==> config.mk <==
export PLATFORM = sky130hd
export DESIGN_NAME = ivl_chan
export DESIGN_NICKNAME = d
export VERILOG_FILES = /design/src/rtl/ivl_pkg.sv /design/src/rtl/ivl_gate_edge.sv /design/src/rtl/ivl_dec.sv /design/src/rtl/ivl_half.sv /design/src/rtl/ivl_chan.sv
export SDC_FILE = /design/constraint.sdc
export NUM_CORES = 1
export LEC_CHECK = 0
export BUFFER_PORTS_ARGS = -buffer_cell sky130_fd_sc_hd__clkbuf_2
export CORE_AREA = 3 3 120 122
export CTS_CLUSTER_SIZE = 16
export DETAILED_ROUTE_END_ITERATION = 6
export DIE_AREA = 0 0 123 125
export GPL_TIMING_DRIVEN = 0
export HOLD_SLACK_MARGIN = 0.05
export PLACE_DENSITY = 0.62
export SKIP_CTS_REPAIR_TIMING = 1
export SYNTH_ARGS = -nofsm -noshare
export SYNTH_HDL_FRONTEND = slang
export SYNTH_SLANG_ARGS = --single-unit
==> constraint.sdc <==
create_clock -name clk -period 4.5 [get_ports clk]
set_input_delay 1.125 -clock clk [delete_from_list [all_inputs] [get_ports clk]]
set_output_delay 1.125 -clock clk [all_outputs]
set_load 0.005 [all_outputs]
==> src/rtl/ivl_pkg.sv <==
package ivl_pkg;

   typedef enum logic [2:0] {
      M_TCNT    = 3'd0,
      M_ONESHOT = 3'd1,
      M_RATE    = 3'd2,
      M_SQUARE  = 3'd3,
      M_SWSTB   = 3'd4,
      M_HWSTB   = 3'd5
   } mode_e;

   // Codes with bit 1 set ignore bit 2, so 6 and 7 fold onto 2 and 3.
   function automatic mode_e fold_mode(input logic [2:0] code);
      return mode_e'(code[1] ? {1'b0, code[1:0]} : code);
   endfunction

endpackage

==> src/rtl/ivl_gate_edge.sv <==
module ivl_gate_edge #(
   parameter int SYNC = 0
) (
   input  logic clk,
   input  logic rst_n,
   input  logic gate_i,
   output logic lvl_o,
   output logic rise_o
);

   logic prev_q;

   generate
      if (SYNC < 0) begin : g_bad
         $error("ivl_gate_edge: SYNC must not be negative");
      end
      if (SYNC == 0) begin : g_direct
         assign lvl_o = gate_i;
      end else begin : g_sync
         logic [SYNC-1:0] sh_q;
         always_ff @(posedge clk or negedge rst_n) begin
            if (!rst_n) sh_q <= '0;
            else        sh_q <= SYNC'({sh_q, gate_i});
         end
         assign lvl_o = sh_q[SYNC-1];
      end
   endgenerate

   always_ff @(posedge clk or negedge rst_n) begin
      if (!rst_n) prev_q <= 1'b0;
      else        prev_q <= lvl_o;
   end

   assign rise_o = lvl_o & ~prev_q;

endmodule

==> src/rtl/ivl_dec.sv <==
module ivl_dec #(
   parameter int W = 16
) (
   input  logic [W-1:0] val_i,
   input  logic         bcd_i,
   output logic [W-1:0] dec_o
);

   localparam int ND = W / 4;

   logic [W-1:0] bin_v;
   logic [W-1:0] dig_v;
   logic [ND:0]  borrow;

   assign bin_v     = val_i - W'(1);
   assign borrow[0] = 1'b1;

   generate
      for (genvar i = 0; i < ND; i++) begin : g_dig
         logic [3:0] d;
         assign d = val_i[4*i +: 4];
         assign dig_v[4*i +: 4] = borrow[i] ? ((d == 4'd0) ? 4'd9 : d - 4'd1) : d;
         assign borrow[i+1]     = borrow[i] & (d == 4'd0);
      end
   endgenerate

   assign dec_o = bcd_i ? dig_v : bin_v;

endmodule

==> src/rtl/ivl_half.sv <==
module ivl_half #(
   parameter int W = 16
) (
   input  logic [W-1:0] val_i,
   input  logic         bcd_i,
   output logic [W-1:0] half_o
);

   localparam int ND = W / 4;
   localparam logic [W-1:0] BIN_MAXH = W'(1) << (W - 1);
   localparam logic [W-1:0] BCD_MAXH = W'(5) << (W - 4);

   logic [W-1:0] bin_v;
   logic [W-1:0] dig_v;
   logic         zero;

   assign zero  = (val_i == '0);
   assign bin_v = val_i >> 1;

   generate
      for (genvar i = 0; i < ND; i++) begin : g_dig
         logic carry5;
         if (i == ND - 1) begin : g_top
            assign carry5 = 1'b0;
         end else begin : g_mid
            assign carry5 = val_i[4*(i+1)];
         end
         assign dig_v[4*i +: 4] = {1'b0, val_i[4*i+1 +: 3]} + (carry5 ? 4'd5 : 4'd0);
      end
   endgenerate

   always_comb begin
      if (bcd_i) half_o = zero ? BCD_MAXH : dig_v;
      else       half_o = zero ? BIN_MAXH : bin_v;
   end

endmodule

==> src/rtl/ivl_chan.sv <==
module ivl_chan
   import ivl_pkg::*;
#(
   parameter int W    = 16,
   parameter int SYNC = 0
) (
   input  logic         clk,
   input  logic         rst_n,
   input  logic         gate,
   input  logic [2:0]   mode,
   input  logic         bcd,
   input  logic         cw_wr,
   input  logic         ld,
   input  logic [W-1:0] ld_val,
   output logic         out_o,
   output logic [W-1:0] cnt_o
);

   localparam logic [W-1:0] ONE = W'(1);

   generate
      if (W < 4 || (W % 4) != 0) begin : g_bad_w
         $error("ivl_chan: W must be a positive multiple of 4");
      end
   endgenerate

   mode_e        mode_r, mode_n;
   logic         bcd_r, bcd_n;
   logic [W-1:0] init_r, init_n;
   logic [W-1:0] per_r, per_n;
   logic [W-1:0] cnt_r, cnt_n;
   logic         out_r, out_n, out_f;
   logic         run_r, run_n;
   logic         armed_r, armed_n;
   logic         strb_r, strb_n;
   logic         sq_upd;
   logic         gate_lvl, gate_rise;
   logic [W-1:0] dec_v, half_v;
   logic         tc, en;

   ivl_gate_edge #(.SYNC(SYNC)) u_gate (
      .clk   (clk),
      .rst_n (rst_n),
      .gate_i(gate),
      .lvl_o (gate_lvl),
      .rise_o(gate_rise)
   );

   ivl_dec #(.W(W)) u_dec (
      .val_i(cnt_r),
      .bcd_i(bcd_r),
      .dec_o(dec_v)
   );

   ivl_half #(.W(W)) u_half (
      .val_i (per_n),
      .bcd_i (bcd_r),
      .half_o(half_v)
   );

   assign tc = (cnt_r == ONE);
   assign en = run_r & gate_lvl;

   always_comb begin
      mode_n  = mode_r;
      bcd_n   = bcd_r;
      init_n  = init_r;
      per_n   = per_r;
      cnt_n   = cnt_r;
      out_n   = out_r;
      run_n   = run_r;
      armed_n = armed_r;
      strb_n  = strb_r;
      sq_upd  = 1'b0;
      if (cw_wr) begin
         mode_n  = fold_mode(mode);
         bcd_n   = bcd;
         cnt_n   = '0;
         run_n   = 1'b0;
         armed_n = 1'b0;
         strb_n  = 1'b0;
         out_n   = (fold_mode(mode) != M_TCNT);
      end else begin
         unique case (mode_r)
            M_TCNT: begin
               if (ld) begin
                  init_n  = ld_val;
                  cnt_n   = ld_val;
                  out_n   = 1'b0;
                  run_n   = 1'b1;
                  armed_n = 1'b1;
               end else if (en) begin
                  if (tc) begin
                     cnt_n = '0;
                     out_n = 1'b1;
                     run_n = 1'b0;
                  end else begin
                     cnt_n = dec_v;
                  end
               end
            end
            M_ONESHOT, M_HWSTB: begin
               if (ld) begin
                  init_n  = ld_val;
                  armed_n = 1'b1;
               end
               if (gate_rise && armed_r) begin
                  cnt_n  = ld ? ld_val : init_r;
                  run_n  = 1'b1;
                  strb_n = 1'b0;
                  out_n  = (mode_r != M_ONESHOT);
               end else if (mode_r == M_ONESHOT) begin
                  if (run_r) begin
                     if (tc) begin
                        cnt_n = '0;
                        out_n = 1'b1;
                        run_n = 1'b0;
                     end else begin
                        cnt_n = dec_v;
                     end
                  end
               end else if (strb_r) begin
                  out_n  = 1'b1;
                  strb_n = 1'b0;
                  run_n  = 1'b0;
               end else if (run_r) begin
                  if (tc) begin
                     cnt_n  = '0;
                     out_n  = 1'b0;
                     strb_n = 1'b1;
                  end else begin
                     cnt_n = dec_v;
                  end
               end
            end
            M_SWSTB: begin
               if (ld) begin
                  init_n  = ld_val;
                  cnt_n   = ld_val;
                  out_n   = 1'b1;
                  run_n   = 1'b1;
                  armed_n = 1'b1;
                  strb_n  = 1'b0;
               end else if (strb_r) begin
                  out_n  = 1'b1;
                  strb_n = 1'b0;
                  run_n  = 1'b0;
               end else if (en) begin
                  if (tc) begin
                     cnt_n  = '0;
                     out_n  = 1'b0;
                     strb_n = 1'b1;
                  end else begin
                     cnt_n = dec_v;
                  end
               end
            end
            M_RATE, M_SQUARE: begin
               if (ld) begin
                  init_n  = ld_val;
                  armed_n = 1'b1;
                  if (!run_r) begin
                     cnt_n = ld_val;
                     per_n = ld_val;
                     run_n = 1'b1;
                     out_n = 1'b1;
                  end
               end
               if (en) begin
                  if (tc) begin
                     cnt_n = init_n;
                     per_n = init_n;
                  end else begin
                     cnt_n = dec_v;
                  end
                  if (mode_r == M_RATE) out_n = (cnt_n != ONE);
                  else                  sq_upd = 1'b1;
               end
            end
            default: ;
         endcase
      end
   end

   // Square wave: high while the remaining count is above half the period.
   always_comb begin
      if (sq_upd) out_f = (cnt_n == '0) || (cnt_n > half_v);
      else        out_f = out_n;
   end

   always_ff @(posedge clk or negedge rst_n) begin
      if (!rst_n) begin
         mode_r  <= M_TCNT;
         bcd_r   <= 1'b0;
         init_r  <= '0;
         per_r   <= '0;
         cnt_r   <= '0;
         out_r   <= 1'b1;
         run_r   <= 1'b0;
         armed_r <= 1'b0;
         strb_r  <= 1'b0;
      end else begin
         mode_r  <= mode_n;
         bcd_r   <= bcd_n;
         init_r  <= init_n;
         per_r   <= per_n;
         cnt_r   <= cnt_n;
         out_r   <= out_f;
         run_r   <= run_n;
         armed_r <= armed_n;
         strb_r  <= strb_n;
      end
   end

   assign out_o = out_r;
   assign cnt_o = cnt_r;

endmodule

; Word-level counts from Yosys, hierarchy flattened
; Index checks and enable logic that the tools add are counted.
[totals]
input_bits = 25
ff_bits = 57
out_inout_bits = 17
[op_classes]
bitwise_logic = 6
n_mux = 87
order_cmp = 1
reduce_logical = 23
n_addsub = 8
eq_ne = 16
[ops]
columns = op, count
row1 = 16-bit two-way mux, 27
row2 = 16-bit case mux with 4 select lines, 1
row3 = 1-bit two-way mux, 44
row4 = 16-bit zero test, 2
row5 = 4-bit two-way mux, 7
row6 = "6-bit inequality test, second input constant", 3
row7 = "16-bit by 1-bit equality test with 1-bit output, second input constant", 1
row8 = 16-bit greater-than comparator, 1
row9 = 4-bit zero test, 4
row10 = "16-bit by 1-bit inequality test with 1-bit output, second input constant", 1
row11 = "16-bit by 1-bit subtractor with 16-bit output, second input constant", 1
row12 = "4-bit by 1-bit subtractor with 4-bit output, second input constant", 4
row13 = 15-bit two-way mux, 1
row14 = 3-bit by 4-bit adder with 4-bit output, 3
row15 = 3-bit two-way mux, 4
row16 = "4-bit inequality test, second input constant", 3
row17 = 1-bit case mux with 4 select lines, 2
row18 = "3-bit by 2-bit equality test with 1-bit output, second input constant", 2
row19 = "3-bit equality test, second input constant", 2
row20 = 2-bit AND reduction, 3
row21 = 3-bit nonzero test, 2
row22 = 6-bit nonzero test, 1
row23 = 6-bit OR reduction, 1
row24 = "5-bit inequality test, second input constant", 1
row25 = 14 further kinds, 20

; Longest topological paths before layout
[depth]
depth_word = 15
mapped_depth = 22
mapped_depth_nobuf = 20

; Modules after synthesis
; A second synthesis with hierarchy kept.
[unflattened]
cells_unflattened = 749
hier_area_um2 = 5755.5
[by_module_without_submodules]
columns = mod, seq_area_each_um2, instances, area_per_inst_um2, cells_each
row1 = ivl_chan, 1402.6, 1, 4829.6, 628
row2 = ivl_dec, 0.0, 1, 467.9, 66
row3 = ivl_half, 0.0, 1, 411.6, 52
row4 = ivl_gate_edge, 25.0, 1, 46.3, 3

; Worst setup path before layout
; OpenSTA, ideal clock, no wires.
[synth_timing]
path_kind = input -> register
from = in gate
to = reg out_r, in the netlist out_o
path_buffers = 2
slack_ps = -327
t_required_ps = 4425
t_arrival_ps = 4752
setup_time_ps = 75
stages = 18
path_cell_list = clkbuf_1 -> and4b_1 -> and4_1 -> buf_6 -> a21oi_2 -> o22a_1 -> or4b_1 -> or4_4 -> or2_1 -> and2_1 -> ha_1 -> nand2_1 -> nor2_1 -> nand3_1 -> a211oi_1 -> o211ai_1 -> a211o_1 -> o211ai_2
[synth_between]
word_cells_on_any_way = 41
classes_between = add/sub: 3 / order compare: 1 / eq/ne: 4 / mux: 25 / bitwise: 2 / reduce/logical: 6
[synth_lines]
columns = element, line
row1 = start: declaration, ivl_chan.sv:9  ; input logic gate,
row2 = 1-bit AND *, ivl_chan.sv:62  ; assign en = run_r & gate_lvl;
row3 = 16-bit two-way mux *, ivl_chan.sv:169  ; if (en) begin
row4 = 16-bit two-way mux *, ivl_chan.sv:84  ; unique case (mode_r)
row5 = 16-bit two-way mux *, ivl_chan.sv:75  ; if (cw_wr) begin
row6 = via per_n[11], ivl_chan.sv:30  ; logic [W-1:0] per_r, per_n;
row7 = 3-bit by 4-bit adder with 4-bit output or 16-bit zero test (tied branches), "ivl_half.sv:28, ivl_half.sv:17"
row8 = 15-bit two-way mux or 16-bit two-way mux (tied branches), "ivl_half.sv:33, ivl_half.sv:34"
row9 = 16-bit two-way mux *, ivl_half.sv:33  ; if (bcd_i) half_o = zero ? BCD_MAXH : dig_v;
row10 = 16-bit greater-than comparator *, ivl_chan.sv:187  ; if (sq_upd) out_f = (cnt_n == '0) || (cnt_n > half_v);
row11 = 1-bit logical OR *, ivl_chan.sv:187
row12 = 1-bit two-way mux *, ivl_chan.sv:187
row13 = end signal: assignment, ivl_chan.sv:208  ; out_r <= out_f;
row14 = end: declaration, ivl_chan.sv:32  ; logic out_r, out_n, out_f;
; The timed path passes the listed nets; every way through them passes the cells marked *.
; A chain may end at the register's enable or synchronous reset.

; Worst setup path in the final report
[layout_timing]
from = in ld
to = reg out_r, in the netlist out_o
[layout_between]
word_cells_on_any_way = 42
classes_between = add/sub: 3 / order compare: 1 / eq/ne: 3 / mux: 31 / reduce/logical: 4
[layout_lines]
columns = element, line
row1 = start: declaration, ivl_chan.sv:13  ; input logic ld,
row2 = 16-bit two-way mux, ivl_chan.sv:159  ; if (ld) begin
row3 = 16-bit two-way mux, ivl_chan.sv:170  ; if (tc) begin
row4 = 16-bit two-way mux *, ivl_chan.sv:169
row5 = 16-bit two-way mux *, ivl_chan.sv:84
row6 = 16-bit two-way mux *, ivl_chan.sv:75
row7 = via per_n[3], ivl_chan.sv:30
row8 = 3-bit by 4-bit adder with 4-bit output or 16-bit zero test (tied branches), "ivl_half.sv:28, ivl_half.sv:17"
row9 = 15-bit two-way mux or 16-bit two-way mux (tied branches), "ivl_half.sv:33, ivl_half.sv:34"
row10 = 16-bit two-way mux *, ivl_half.sv:33
row11 = 16-bit greater-than comparator *, ivl_chan.sv:187
row12 = 1-bit logical OR *, ivl_chan.sv:187
row13 = 1-bit two-way mux *, ivl_chan.sv:187
; The timed path passes the listed nets; every way through them passes the cells marked *. The select of a mux whose other input is x is not followed.

==> impl_metrics.ini <==
[clock_tree]
clock_latency_ns = 0.34
cts_htree_levels = 3
cts_buffers = 9
path_clk_slew_ns = 0.06
root_buffer = clkbuf_16
clock-sinks = 57
clk_path_buf_depth = 2
cts_tree = done

[sta]
tightest_slew_ns = 1.20
timing.setup.tns_ns = -0.439
slew_headroom_pct = 19.7
fmax_ghz = 0.202
fin_crit_sh_pct = 110
maxSlewViolCount = 0
hold_viol = 0
fin_skew_ns = 0.0107
rsz0062_at_grt = true
period_needed_ns = 4.94
postLayoutSetupSlackWorst_ns = -0.439
finalSetupViolations = 1

[route]
drt_iter0_drc = 1445
drt_wl_total_um = 30500
drc = 0
firstDrtPassIters = 7
viasPerCell = 7.28
drtAntennaViolNets = 0
wl_per_cell_um = 29.1
routed-via-count = 7623

[final_layout]
areaGrowthSynthToFinish_pct = 22.9
postLayoutCoreUtil_pct = 55.9
nNetsFinal = 920
final_cells = 1047
stdcell_area_sq_mm = 0.00744
drive_gt1_share_pct = 20.8

[global_route]
grt_usage_pct = 38.3
antenna_found_initial = 1
grt-ovfl-total = 0
grt_max_degree = 58
grt_pass1_wl_um = 43900
grt_pass1_vias = 7073

[place]
dpl-instance-area_sq_mm = 0.00650
port_buffers = 41
dp_hpwl_um = 22200
place_congestion = 1.09
placed_cells = 1004

[critical_path]
cp_top_family = simple AND/OR/NAND/NOR gates
path_class = in2reg
crit_slowest_cell = mux2i_1
required_ns = 4.75
slowest_delay_ns = 0.71
crit_chain = buf_2, buf_12, mux2i_1, o22ai_1, a22o_1, nand4b_1, or4_4, or2_1, and2_4, ha_4, nand2_4, nor2_4, nand3_2, a211oi_2, o211ai_1, a211o_1, o211ai_4
cp-end-kind = flip-flop
crit_buf_inv = 2
crit_arrival_ns = 5.19
crit_fanout = 10
cp-start-kind = input pin

[floorplanning]
core_sq_mm = 0.0133
dieArea_sq_mm = 0.0154
die_width_um = 123
ioPinCount = 42
num_rows = 42
initial_core_util_pct = 45.5
fp.dieH_um = 125

[power_and_ir_drop]
powerDensity_mw_per_mm2 = 421
power_uw = 3130
p_leak_uw = 0.00311
ir_drop_v = 0.000298

[synthesis]
ys_ff_latch = 57
seq_area_frac_synth_pct = 23.6
synth.area.top_cells = dfrtp_1, ha_1, a21oi_1, mux2i_1, o21ai_0
synth_top_family_by_area = compound AO/OA/AOI/OAI gates
synthAdderAreaFrac_pct = 6.00
synth_xor_xnor_area_share_pct = 0.868
synth.distinct_cells = 89
synth_simple_gate_area_share_pct = 23.8
synthCells = 787
synth_common_cells = nand2_1, a21oi_1, nor2_1
yosys.area.top_type = dfrtp_1
synth-edff-count = 0
syn-num-nets = 841
syn_area_per_cell_sq_um = 7.69
synth_compound_area_share_pct = 33.5
async_flop_share_pct = 100
synth.area.mux_share_pct = 5.60
synthFlopType = dfrtp_1
synth_most_common_cell = nand2_1
synthesis.area_sq_mm = 0.00605
yosys_warnings = 0
synth_top_area_share_pct = 23.2

[run_status]
status = complete, but fails checks
violations = setup timing

[min_path]
hold_path_class = reg2reg

[job]
maxCapViolCount = 0
[through the flow]
step           hold WS (ns)  setup WS (ns)
3_5_place_dp          0.505          -1.30
4_1_cts               0.515          -1.00
6_report              0.517         -0.439
2_1_floorplan         0.462         -0.172
5_1_grt               0.536         -0.546
3_3_place_gp          0.493          -1.21
[final timing paths]
kind / from / to / slack [ns] / depth (start not counted)
max in group asynchronous: rst_n / cnt_o[13] / 3.00 / 1
min: per_r[0] / per_r[0] / 0.52 / 1
min reg2reg: per_r[0] / per_r[0] / 0.52 / 1
min in group asynchronous: rst_n / u_gate.prev_q / 0.91 / 1
max: ld / out_o / -0.44 / 17
max reg2reg: cnt_o[1] / out_o / -0.40 / 19
[logic make-up after synthesis]
family | Yosys count
AO/OA/AOI/OAI | 295
XOR/XNOR | 6
adder cells (fa/ha/maj) | 29
buffers and inverters | 99
flip-flops | 57
multiplexers | 33
AND/OR/NAND/NOR | 268
[per-layer routing]
layer	global-route usage (%)	vias to the layer above	part of all wire, %
li1	-	3176	-
met1	49.5	3600	37
met2	54.5	681	41
met3	14.6	166	15
met4	21.6	0	6.8
met5	0	-	0
[registers in the layout (all words and copies together), names as in the netlist]
register and count:
cnt_o 16, init_r 16, per_r 16, mode_r 3
armed_r 1, bcd_r 1, out_o 1, run_r 1
strb_r 1, u_gate.prev_q 1
[placed cells by master, fill, tap and decap left out, drive strengths merged, types with 7 or more instances in the layout]
cell	count
a221oi	8
nand3	23
or4	8
clkbuf	98
dfrtp	56
nand4	11
mux2i	26
nand2b	7
ha	29
and2	9
buf	47
nor2	64
a21o	10
o22ai	15
nand2	69
or3	8
o31ai	7
a21oi	67
mux2	7
o211ai	24
nor3	17
nor4	7
inv	32
a31oi	12
o21ai	53
o221ai	7
a22oi	12
[power by group]
part | leakage, uW | switching, uW | internal (uW)
registers | 0.000683 | 77.7 | 617
logic | 0.00227 | 1050 | 625
clock network | 0.000159 | 256 | 496
[layout make-up]
type	instances	area, sq um
timing repair buffer	70	457
buffer	65	352
inverter	32	123
clock inverter	5	78.8
fill	1269	5860
sequential	57	1430
multi-input combinational	631	4530
antenna	1	2.50
clock buffer	10	239
tap	176	220
Note: power is estimated with default switching activity, not from simulation.
